### src/rtl/sb_pkg.sv
package sb_pkg;
   localparam int SB_DEF_AW    = 32;
   localparam int SB_DEF_DW    = 32;
   localparam int SB_DEF_DEPTH = 8;

   typedef enum logic [1:0] {
      FNC_IDLE  = 2'd0,
      FNC_DRAIN = 2'd1,
      FNC_DONE  = 2'd2
   } sb_fence_e;
endpackage

### src/rtl/sb_ring.sv
module sb_ring #(
   parameter int AW    = 32,
   parameter int DW    = 32,
   parameter int DEPTH = 8,
   localparam int PW   = $clog2(DEPTH),
   localparam int CW   = PW + 1
) (
   input  logic          clk,
   input  logic          rst_n,
   input  logic          push,
   input  logic [AW-1:0] push_addr,
   input  logic [DW-1:0] push_data,
   input  logic          pop,
   output logic [PW-1:0] head,
   output logic [CW-1:0] occ,
   output logic          full,
   output logic          empty,
   output logic [AW-1:0] slot_addr [DEPTH],
   output logic [DW-1:0] slot_data [DEPTH]
);
   logic [PW-1:0] tail;

   for (genvar g = 0; g < DEPTH; g++) begin : g_slot
      always_ff @(posedge clk) begin
         if (push && (tail == PW'(g))) begin
            slot_addr[g] <= push_addr;
            slot_data[g] <= push_data;
         end
      end
   end

   always_ff @(posedge clk) begin
      if (!rst_n) begin
         head <= '0;
         tail <= '0;
         occ  <= '0;
      end else begin
         if (push) tail <= tail + 1'b1;
         if (pop)  head <= head + 1'b1;
         occ <= occ + CW'(push) - CW'(pop);
      end
   end

   assign full  = (occ == CW'(DEPTH));
   assign empty = (occ == '0);
endmodule

### src/rtl/sb_fwd.sv
module sb_fwd #(
   parameter int AW    = 32,
   parameter int DW    = 32,
   parameter int DEPTH = 8,
   localparam int PW   = $clog2(DEPTH),
   localparam int CW   = PW + 1
) (
   input  logic [PW-1:0] head,
   input  logic [CW-1:0] occ,
   input  logic [AW-1:0] slot_addr [DEPTH],
   input  logic [DW-1:0] slot_data [DEPTH],
   input  logic [AW-1:0] probe_addr,
   output logic          hit,
   output logic [DW-1:0] hit_data
);
   logic [DEPTH-1:0] eq;

   for (genvar g = 0; g < DEPTH; g++) begin : g_cmp
      logic [PW-1:0] age;
      assign age   = PW'(g) - head;
      assign eq[g] = ({1'b0, age} < occ) && (slot_addr[g] == probe_addr);
   end

   // walk from oldest to youngest so the youngest match wins
   always_comb begin
      hit      = 1'b0;
      hit_data = '0;
      for (int i = 0; i < DEPTH; i++) begin
         logic [PW-1:0] idx;
         idx = head + PW'(i);
         if (eq[idx]) begin
            hit      = 1'b1;
            hit_data = slot_data[idx];
         end
      end
   end
endmodule

### src/rtl/sb_fence.sv
module sb_fence
   import sb_pkg::*;
(
   input  logic clk,
   input  logic rst_n,
   input  logic req,
   input  logic empty,
   output logic done
);
   sb_fence_e st, st_nx;

   always_comb begin
      st_nx = st;
      unique case (st)
         FNC_IDLE:  if (req) st_nx = empty ? FNC_DONE : FNC_DRAIN;
         FNC_DRAIN: if (!req) st_nx = FNC_IDLE;
                    else if (empty) st_nx = FNC_DONE;
         FNC_DONE:  if (!req) st_nx = FNC_IDLE;
         default:   st_nx = FNC_IDLE;
      endcase
   end

   always_ff @(posedge clk) begin
      if (!rst_n) st <= FNC_IDLE;
      else        st <= st_nx;
   end

   assign done = (st == FNC_DONE);
endmodule

### src/rtl/store_buffer.sv
module store_buffer
   import sb_pkg::*;
#(
   parameter int AW    = SB_DEF_AW,
   parameter int DW    = SB_DEF_DW,
   parameter int DEPTH = SB_DEF_DEPTH,
   localparam int PW   = $clog2(DEPTH),
   localparam int CW   = PW + 1
) (
   input  logic          clk,
   input  logic          rst_n,
   input  logic          st_valid,
   input  logic [AW-1:0] st_addr,
   input  logic [DW-1:0] st_data,
   output logic          st_ready,
   input  logic          ld_valid,
   input  logic [AW-1:0] ld_addr,
   output logic          ld_ready,
   output logic          ld_hit,
   output logic [DW-1:0] ld_data,
   output logic          ld_cache_req,
   output logic [AW-1:0] ld_cache_addr,
   output logic          cw_valid,
   output logic [AW-1:0] cw_addr,
   output logic [DW-1:0] cw_data,
   input  logic          cw_ready,
   input  logic          fence_req,
   output logic          fence_done
);
   if (DEPTH < 2 || (DEPTH & (DEPTH - 1)) != 0) begin : g_bad_depth
      $error("store_buffer: DEPTH must be a power of two, at least 2");
   end
   if (AW < 1 || DW < 1) begin : g_bad_width
      $error("store_buffer: AW and DW must be positive");
   end

   logic          push, pop, full, empty, fwd_hit, ld_go;
   logic [PW-1:0] head;
   logic [CW-1:0] occ;
   logic [AW-1:0] slot_addr [DEPTH];
   logic [DW-1:0] slot_data [DEPTH];
   logic [DW-1:0] fwd_data;

   assign st_ready = !full && !fence_req;
   assign push     = st_valid && st_ready;
   assign pop      = !empty && cw_ready;

   sb_ring #(.AW(AW), .DW(DW), .DEPTH(DEPTH)) u_ring (
      .clk       (clk),
      .rst_n     (rst_n),
      .push      (push),
      .push_addr (st_addr),
      .push_data (st_data),
      .pop       (pop),
      .head      (head),
      .occ       (occ),
      .full      (full),
      .empty     (empty),
      .slot_addr (slot_addr),
      .slot_data (slot_data)
   );

   sb_fwd #(.AW(AW), .DW(DW), .DEPTH(DEPTH)) u_fwd (
      .head       (head),
      .occ        (occ),
      .slot_addr  (slot_addr),
      .slot_data  (slot_data),
      .probe_addr (ld_addr),
      .hit        (fwd_hit),
      .hit_data   (fwd_data)
   );

   sb_fence u_fence (
      .clk   (clk),
      .rst_n (rst_n),
      .req   (fence_req),
      .empty (empty),
      .done  (fence_done)
   );

   assign cw_valid      = !empty;
   assign cw_addr       = slot_addr[head];
   assign cw_data       = slot_data[head];

   assign ld_ready      = !fence_req;
   assign ld_go         = ld_valid && ld_ready;
   assign ld_hit        = ld_go && fwd_hit;
   assign ld_data       = ld_hit ? fwd_data : '0;
   assign ld_cache_req  = ld_go && !fwd_hit;
   assign ld_cache_addr = ld_addr;
endmodule

### config.mk
export PLATFORM = sky130hd
export DESIGN_NAME = store_buffer
export DESIGN_NICKNAME = d
export VERILOG_FILES = /design/src/rtl/sb_pkg.sv /design/src/rtl/sb_ring.sv /design/src/rtl/sb_fwd.sv /design/src/rtl/sb_fence.sv /design/src/rtl/store_buffer.sv
export SDC_FILE = /design/constraint.sdc
export NUM_CORES = 1
export LEC_CHECK = 0
export ABC_AREA = 1
export BUFFER_PORTS_ARGS = -buffer_cell sky130_fd_sc_hd__buf_2
export CAP_MARGIN = 20
export CORE_MARGIN = 2
export CORE_UTILIZATION = 35
export DETAILED_ROUTE_END_ITERATION = 16
export SLEW_MARGIN = 20
export SYNTH_ARGS = -nofsm -noshare
export SYNTH_HDL_FRONTEND = slang
export SYNTH_HIERARCHICAL = 1
export SYNTH_SLANG_ARGS = --single-unit
### constraint.sdc
create_clock -name clk -period 16.73 [get_ports clk]
set_input_delay 3.346 -clock clk [delete_from_list [all_inputs] [get_ports clk]]
set_output_delay 3.346 -clock clk [all_outputs]
set_load 0.1 [all_outputs]
[After elaboration in Yosys (flattened, before gate mapping)]
Cells that the tools add are included.
Word-level totals
  output and inout port bits: 134
  register bits: 524
Cells by class
  bitwise operators: 8
  mux-type cells: 66
  reductions and logical operators: 30
  $lt $le $gt $ge: 24
  $add $sub $neg: 18
  eq/ne operators: 21
Operators by type and width (number)
  binary-select mux 32 bit (select 3 bit): 9
  2-to-1 mux 32 bit: 27
  == test 32 bit: 8
  greater-or-equal comparator 4 bit (second input constant): 8
  < comparator 3 x 4 -> 1 bit: 8
  < comparator 3 x 4 -> 1 bit (second input constant): 8
  inverter 3 -> 4 bit: 8
  binary-select mux 1 bit (select 3 bit): 8
  logical AND 1 bit: 22
  2-to-1 mux 1 bit: 16
  adder 3 bit (second input constant): 4
  == test 3 bit (second input constant): 4
  subtractor 3 bit (first input constant): 4
  2-to-1 mux 2 bit: 5
  adder 3 x 1 -> 3 bit (second input constant): 2
  adder 3 x 2 -> 3 bit (second input constant): 2
  == test 3 x 2 -> 1 bit (second input constant): 2
  one-hot mux 2 bit (3 select lines): 1
  subtractor 1 x 3 -> 3 bit (first input constant): 2
  subtractor 2 x 3 -> 3 bit (first input constant): 2
  adder 4 x 1 -> 4 bit: 1
  == test 4 bit (second input constant): 1
  logical NOT 1 bit: 4
  logical NOT 4 bit: 1
  9 further kinds: 10

[Depth between registers and ports, before layout]
Gate-level depths: netlist of run 1.
  word-level depth: 15
  mapped depth: 31

[Modules after synthesis]
Netlist of run 1, hierarchy kept.
By module, submodules not included
  sb_ring: cells an instance 597, area each 16025.4 um^2, times used 1
  sb_fwd: cells an instance 3329, area each 15416.0 um^2, times used 1
  store_buffer: cells an instance 1810, area each 7513.5 um^2, times used 1
  sb_fence: cells an instance 9, area each 68.8 um^2, times used 1

[Worst setup path before layout of run 1]
Ideal clock, no wire load.
  path kind: input to output
  from: input port ld_addr[3]
  to: output port ld_data[19]
  arrival time: 6618 ps
  path slack: 6766 ps
  data required time: 13384 ps
  path buffers: 4
  cell stages on the path: 16
  cell sequence: buf_2 -> xor2_1 -> nor3_1 -> nand2_1 -> nor2_1 -> nand3_1 -> nand3_2 -> nand2_1 -> o21ai_1 -> buf_4 -> buf_2 -> nor3_1 -> nand3_1 -> nand3_1 -> clkbuf_1 -> nor2_1
On the way
  word-level cells in the longest chain between the ends: 14
  elaborated cells on any way between the ends: 50
Ends and longest elaborated chain
  start: declaration: line store_buffer.sv:17  | input logic [AW-1:0] ld_addr,
  == test 32 bit: line sb_fwd.sv:21  | assign eq[g] = ({1'b0, age} < occ) && (slot_addr[g] == probe_addr);
  logical AND 1 bit: line sb_fwd.sv:21
  binary-select mux 1 bit (select 3 bit): line sb_fwd.sv:31  | if (eq[idx]) begin
  2-to-1 mux 1 bit (not written as such): line sb_fwd.sv:31
  2-to-1 mux 1 bit (7 in series): line sb_fwd.sv:31
  2-to-1 mux 1 bit *: line sb_fwd.sv:31
  via fwd_hit: line store_buffer.sv:37  | logic push, pop, full, empty, fwd_hit, ld_go;
  logical AND 1 bit *: line store_buffer.sv:87  | assign ld_hit = ld_go && fwd_hit;
  2-to-1 mux 32 bit *: line store_buffer.sv:88  | assign ld_data = ld_hit ? fwd_data : '0;
  end: declaration: line store_buffer.sv:20  | output logic [DW-1:0] ld_data,
Mark *: on every way through the listed nets, which the timed path passes. The rest lies on a longest branch. The select of a mux whose other input is x is not followed.

[Final worst setup path of run 1]
  from: input port ld_addr[18]
  to: output port ld_data[5]
Same word-level chain as after synthesis.

==> results of run 1 <==
## worst max path at each step
stage          cells past startpoint  slack [ns]           to
2_1_floorplan                     16        6.77  ld_data[19]
3_3_place_gp                      19        5.82   ld_data[3]
3_5_place_dp                      19        5.72  ld_data[15]
4_1_cts                           19        5.70  ld_data[15]
5_1_grt                           19        5.37   ld_data[5]
6_report                          19        5.68   ld_data[5]
## placed cells by master (no fill, tap or decap), types with 6 or more instances in the layout
master | synthesis | routed
inv_2 | 13 | 15
a21oi_1 | 215 | 215
a211oi_1 | 32 | 32
inv_1 | 785 | 776
o21ai_0 | 483 | 483
ha_1 | 27 | 26
clkbuf_16 | 0 | 66
a21oi_2 | 20 | 20
clkinv_2 | 0 | 13
dfxtp_1 | 12 | 9
nand3_1 | 559 | 558
nor2_1 | 210 | 204
inv_4 | 4 | 8
buf_4 | 81 | 45
nor2_4 | 0 | 6
buf_2 | 111 | 235
bufinv_16 | 0 | 6
xor2_1 | 78 | 77
nand2_1 | 2261 | 2258
xnor2_1 | 114 | 112
edfxtp_1 | 512 | 512
clkbuf_1 | 135 | 13
clkinv_1 | 0 | 8
nor3_1 | 11 | 11
## through the flow
step / hold WS, ns / cell area (um^2) / utilization [%] / power (mW) / instances
finish: 0.482 / 42600 / 38.5 / 8.54 / 7249
global route: 0.508 / 42600 / 38.5 / 9.19 / 7246
CTS: 0.483 / 42600 / 38.5 / 8.54 / 7244
detailed placement: 0.472 / 40500 / 36.6 / 7.08 / 7127
global placement: 0.459 / 40500 / 36.6 / 7.05 / 7127
floorplan: 0.443 / 39000 / - / 5.82 / 5745
## worst reg2reg max path: stages, from the launching register on
cell and delay (ns):
dfxtp_1 0.39, ha_1 0.22, nor3b_1 0.21, nor3b_2 0.71, nand2_1 0.39, nor2_4 0.54
buf_4 0.62, buf_4 0.62
## kinds of logic (layout without fill, tap and decap cells)
kind of cell    Yosys count  in the layout  share of synthesized area, %
compound gates          758            758                          10.2
flops                   524            524                          40.0
fa+ha+maj                28             28                         0.917
simple gates           3052           3052                          31.3
xor+xnor                192            192                          4.31
buf+inv                1191           1203                          13.3
other cells               0              4                             0
## cell type report
cell class	count	area share (%)
Antenna cell	4	0.0235
Clock buffer	81	4.05
Clock inverter	36	0.977
Inverter	802	7.14
Multi-Input combinational cell	4030	43.1
Sequential cell	524	36.6
Tap cell	1488	4.37
Timing Repair Buffer	284	3.72
## routing by layer
layer	wire, um	vias up	part of all wire (%)	GRT usage [%]
li1	-	18000	-	-
met1	55600	16900	43	29.7
met2	60800	1334	47	37.4
met3	10700	209	8.2	4.10
met4	3610	14	2.8	6.97
met5	85	-	0.065	0
## power by group through the flow
stage | Combinational, mW | Clock [mW] | Sequential (mW)
global route | 6.10 | 1.52 | 1.56
finish | 5.55 | 1.44 | 1.56
floorplan | 4.28 | 0 | 1.54
CTS | 5.51 | 1.47 | 1.56
global placement | 5.47 | 0 | 1.58
detailed placement | 5.49 | 0 | 1.58
## flip-flops by register name, summed over array words and instances, names as in the netlist
signal,cells
u_ring/occ,4
u_fence/st,2
u_ring/head,3
u_ring/slot_addr,256
u_ring/tail,3
u_ring/slot_data,256
==> summary.txt, run 1 <==
Logic synthesis
  – Mapped Avg Cell Area: 6.79 um^2
  – Yosys top cell by area: edfxtp_1
  – FFs w/ async S/R, synth: 0%
  – Top-count cell post-synth: nand2_1
  – Yosys warning count: 6
  – Post-synth EDFFs: 512
  – Synth Register Bits: 524
  – Synth top area share: 39.4%
  – Register area share after synthesis: 40.0%
  – Top cells by area, synth: edfxtp_1, nand2_1, inv_1
  – Count of different cell masters after synthesis: 33
  – Cells after synthesis: 5745
  – Synthesized Nets: 5875
  – Commonest cells in the netlist: nand2_1, inv_1, nand3_1
  – Cell area after synthesis: 39000 um^2
  – Predominant post-synthesis flop cell: edfxtp_1

Worst hold path
  – HP Class: flop to flop
  – Hold Path End: u_fence/st[0]
  – Hold_sp: u_fence/st[1]
  – Hold Crit Depth: 1

GRT
  – Initial antenna violation count: 12
  – Largest net degree at the start of global routing: 226
  – Vias in the first global route: 33500
  – First-pass GRT wire length: 198000 um
  – GRT overflow: 0
  – GRT Total Usage: 22.5%

Clock tree
  – CTS tree: yes
  – Setup Buffers After CTS: 0
  – CTS max path bufs: 3
  – TritonCTS Sinks: 524
  – CTS clock-pin slew for the worst setup and hold paths: 0.07 ns
  – Root buffer cell: clkbuf_16
  – Post-cts resize count: 0
  – CTS Hold Buffers Added: 0
  – Total CTS buffers: 66
  – Clock H-tree levels: 3
  – Worst skew pair latency: 0.64 ns

Drt
  – WL final: 131000 um
  – Vias per cell: 5.03
  – Detailed-route via count: 36400
  – Routed Antenna Nets: 0
  – DRC Markers: 0
  – Iter 0 DRT Violations: 3590
  – Wirelength per Cell: 18.0 um
  – DR pass1 iterations: 6

Power
  – Seq pwr share: 18.2%
  – Combinational power share: 64.9%
  – Sw frac: 57.5%
  – Clk pwr share: 16.8%
  – Pint: 3.63 mW
  – Pwr per Cell Area: 200 nW/um^2
  – Maximum vdd drop: 0.206 mV
  – P_sw: 4.91 mW
  – Leakage: 20.4 nW

Die
  – Initial Util: 35.3%
  – Core Area: 111000 um^2
  – Die area: 114000 um^2
  – Row count: 122
  – Die H: 338 um
  – I/O pins: 236
  – Die Wd: 338 um

Critical path
  – Worst R2R End: u_ring/slot_data[200]
  – Worst reg-to-reg path cell count: 7
  – Critical Path Max Stage Delay: 0.64 ns
  – Setup crit start kind: primary input
  – WP buf/inv: 4
  – CP Class: primary input to output port
  – Critical path endpoint category: output port
  – Critical-path cell list: buf_2 > inv_2 > nand2_1 > nand2_1 > nor2_1 > nand2_1 > nor2_1 > nand2_1 > nor2_1 > nand3_1 > nand3_1 > nand3_1 > nand2_2 > buf_4 > nor3_1 > nand3_1 > nand3_2 > nor2_1 > buf_2
  – Crit-path max FO: 50
  – Worst r2r src: u_ring/occ[3]
  – Worst EP arrival: 7.71 ns
  – Crit-path slowest cell: buf_4
  – CP required: 13.38 ns
  – CP top delay family: simple AND/OR/NAND/NOR gates
  – Setup slack, reg-to-reg: 12.59 ns
  – CP startpoint: ld_addr[18]

Layout
  – Share of layout cells above drive strength 1: 7.89%
  – FF/Latch Area: 15600 um^2
  – Area of the multi-input gates: 18400 um^2
  – Final #Nets: 5838
  – Area growth syn-to-layout: 9.29%
  – Fill cells: 11600

Timing
  – Max Slew Vio Count: 0
  – Clock period minus worst slack: 11.05 ns
  – Final setup fails: 0
  – Worst Tran Pin Value: 1.13 ns
  – RSZ-0062 raised after global routing: no
  – Setup Skew: 0.0255 ns
  – Setup TNS: 0 ns
  – Fin. Hold Viols: 0
  – Slew HR: 24.6%
  – Slack of the critical path: 5.68 ns
  – Period utilization: 66.1%
  – Max Clk Rate: 90.5 MHz

Place
  – Post-DP HPWL: 79000 um
  – GP Congestion: 0.863
  – PortBufs: 235
  – Dpl ws: 5.72 ns

Flow run
  – Max-cap violations: 0

Status
  – Status: finished, final reports clean
Note: power is estimated with default switching activity, not from simulation.
==> inputs of run 2 (changes only) <==
==> constraint.sdc (replaced) <==
create_clock -name clk -period 9 [get_ports clk]
set_input_delay 1.8 -clock clk [delete_from_list [all_inputs] [get_ports clk]]
set_output_delay 1.8 -clock clk [all_outputs]
set_load 0.1 [all_outputs]
==> run 2 against run 1 <==
Compared with the run above:
- routed wire length increased by 1.1%
- clock skew fell by 0.0035 ns
- flip-flop and latch count did not move
- clock power up 80%
- via count up 0.21%
- die area is the same
- highest routed layer unchanged
==> summary.txt, run 2 (synthesized netlist as in run 1, its figures left out) <==
Power
  – Leakage: 20.4 nW (+0.45%)
  – Maximum vdd drop: 0.293 mV (+43%)
  – Pwr per Cell Area: 374 nW/um^2 (+87%)

Timing
  – Period utilization: 90.7%
  – Setup Skew: 0.0220 ns (-0.00351 ns)
  – Max Clk Rate: 123 MHz
  – Fin. Hold Viols: 0 (unchanged)
  – Setup TNS: 0 ns (unchanged)
  – Max Slew Vio Count: 0 (unchanged)
  – Slew HR: 18.4% (-6.2 points)
  – Clock period minus worst slack: 8.16 ns
  – Final setup fails: 0 (unchanged)
  – RSZ-0062 raised after global routing: no
  – Worst Tran Pin Value: 1.22 ns (+0.0934 ns)

GRT
  – GRT Total Usage: 22.9% (+0.39 points)
  – First-pass GRT wire length: 200000 um (+1.4%)
  – Initial antenna violation count: 16 (+4)
  – Largest net degree at the start of global routing: 228 (+0.88%)
  – GRT overflow: 0 (unchanged)
  – Vias in the first global route: 34100 (+1.8%)

Layout
  – Final Non-Filler Cells: 7251 (+0.028%)
  – Largest registers: u_ring/slot_addr (256), u_ring/slot_data (256), u_ring/occ (4)
  – Commonest non-fill, non-tap cell in the layout: nand2_1
  – Fill cells: 11500 (-1.0%)
  – Area growth syn-to-layout: 10.5%
  – Share of layout cells above drive strength 1: 7.86% (-0.024 points)
  – Final instance area: 43100 um^2 (+1.1%)
  – Final core occ: 38.9% (+0.41 points)
  – Most frequent cells in the layout: nand2_1, inv_1, nand3_1
  – Final #Nets: 5844 (+0.10%)

Clock tree
  – TritonCTS Sinks: 524 (unchanged)
  – Post-cts resize count: 0 (unchanged)
  – Worst skew pair latency: 0.65 ns (about the same)
  – CTS tree: yes
  – Total CTS buffers: 66 (unchanged)
  – Clock H-tree levels: 3 (unchanged)
  – Setup Buffers After CTS: 0 (unchanged)
  – CTS Hold Buffers Added: 0 (unchanged)
  – CTS clock-pin slew for the worst setup and hold paths: 0.05 ns (-0.02 ns)
  – Root buffer cell: clkbuf_16
  – CTS max path bufs: 3 (unchanged)

Place
  – Placed Area: 41000 um^2 (+1.4%)
  – Post-DP HPWL: 79400 um (+0.54%)
  – GP Congestion: 0.855 (-0.95%)
  – Dpl cells: 7133 (+0.084%)
  – PortBufs: 235 (unchanged)

Die
  – Die area: 114000 um^2 (unchanged)
  – Die H: 338 um (unchanged)
  – I/O pins: 236 (unchanged)
  – Core Area: 111000 um^2 (unchanged)
  – Initial Util: 35.3% (unchanged)
  – Die Wd: 338 um (unchanged)
  – Row count: 122 (unchanged)

Critical path
  – Crit-path max FO: 65 (+30%)
  – CP top delay family: buffers and inverters
  – Crit-path slowest cell: dfxtp_4
  – Setup crit start kind: flop
  – CP required: 7.20 ns (-6.18 ns)
  – Critical-path cell list: inv_4 > ha_4 > xnor2_2 > buf_4 > inv_1 > ha_1 > nand3_1 > nand2_1 > nor2_1 > nand3_1 > nand3_1 > nand2_1 > o21ai_4 > buf_4 > a21oi_1 > nand2_1 > nand2_1 > a21oi_1 > inv_1 > nor2_1 > buf_12
  – Cell repeated most along the worst path: nand2_1
  – Critical path endpoint category: output port
  – WP buf/inv: 6 (+2)
  – CP Class: flop to output port
  – Worst EP arrival: 6.36 ns (-1.35 ns)
  – Critical Path Max Stage Delay: 0.84 ns (+0.20 ns)

Flow run
  – Max-cap violations: 0 (unchanged)

Drt
  – Wirelength per Cell: 18.2 um (+1.1%)
  – Routed Antenna Nets: 0 (unchanged)
  – WL final: 132000 um (+1.1%)
  – DRC Markers: 0 (unchanged)
  – DR pass1 iterations: 6 (unchanged)
  – Iter 0 DRT Violations: 3226 (-10%)
  – Vias per cell: 5.04 (+0.18%)
  – Detailed-route via count: 36500 (+0.21%)

Worst hold path
  – HP Class: flop to flop

Status
  – Status: finished, final reports clean
run 2: stage by stage:
stage / power (mW) / hold slack, ns / worst slack [ns]
floorplan: 10.8 / 0.443 / 1.62
global placement: 13.4 / 0.457 / 1.57
detailed placement: 13.5 / 0.467 / 1.59
CTS: 16.1 / 0.476 / 0.884
global route: 17.3 / 0.499 / 0.474
finish: 16.1 / 0.479 / 0.839
run 2: where the power goes:
group / internal, mW / switching (mW) / total [mW] / leakage (nW)
clock network: 1.47 / 1.12 / 2.59 / 1.01
logic: 2.72 / 7.90 / 10.6 / 14.7
registers: 2.77 / 0.127 / 2.90 / 4.72
run 2: path summary, 6_finish.rpt:
kind                                startpoint               endpoint  slack (ns)  depth (start not counted)
worst min register to register   u_fence/st[1]          u_fence/st[0]        0.48                          1
worst max register to register   u_ring/occ[3]  u_ring/slot_data[247]        4.85                          6
worst max-delay path            u_ring/head[1]             ld_data[0]        0.84                         21
worst min-delay path             u_fence/st[1]          u_fence/st[0]        0.48                          1
run 2: layout make-up:
| class | instances | area [um^2] | share of cell area [%] |
|---|---|---|---|
| clock buffers | 77 | 1690 | 3.93 |
| diodes | 1 | 2.50 | 0.00581 |
| inverters | 802 | 3040 | 7.06 |
| well taps | 1488 | 1860 | 4.32 |
| flip-flops and latches | 524 | 15600 | 36.3 |
| repair buffers | 290 | 2140 | 4.96 |
| multi-input cells | 4030 | 18400 | 42.6 |
| clock inverters | 39 | 359 | 0.833 |
run 2: worst register-to-register path, stage by stage (launching register included):
cell     delay [ns]
dfxtp_1        0.41
ha_1           0.22
nor3b_1        0.19
nor3b_2        0.71
nand2_1        0.38
nor2_4         0.88
buf_4          0.91
run 2: layer usage:
| metal | wire length, um | up-vias | GRT usage [%] |
|---|---|---|---|
| li1 | - | 18000 | - |
| met1 | 56400 | 16800 | 30.1 |
| met2 | 60000 | 1471 | 37.8 |
| met3 | 11600 | 271 | 4.51 |
| met4 | 4030 | 20 | 7.30 |
| met5 | 144 | - | 0 |
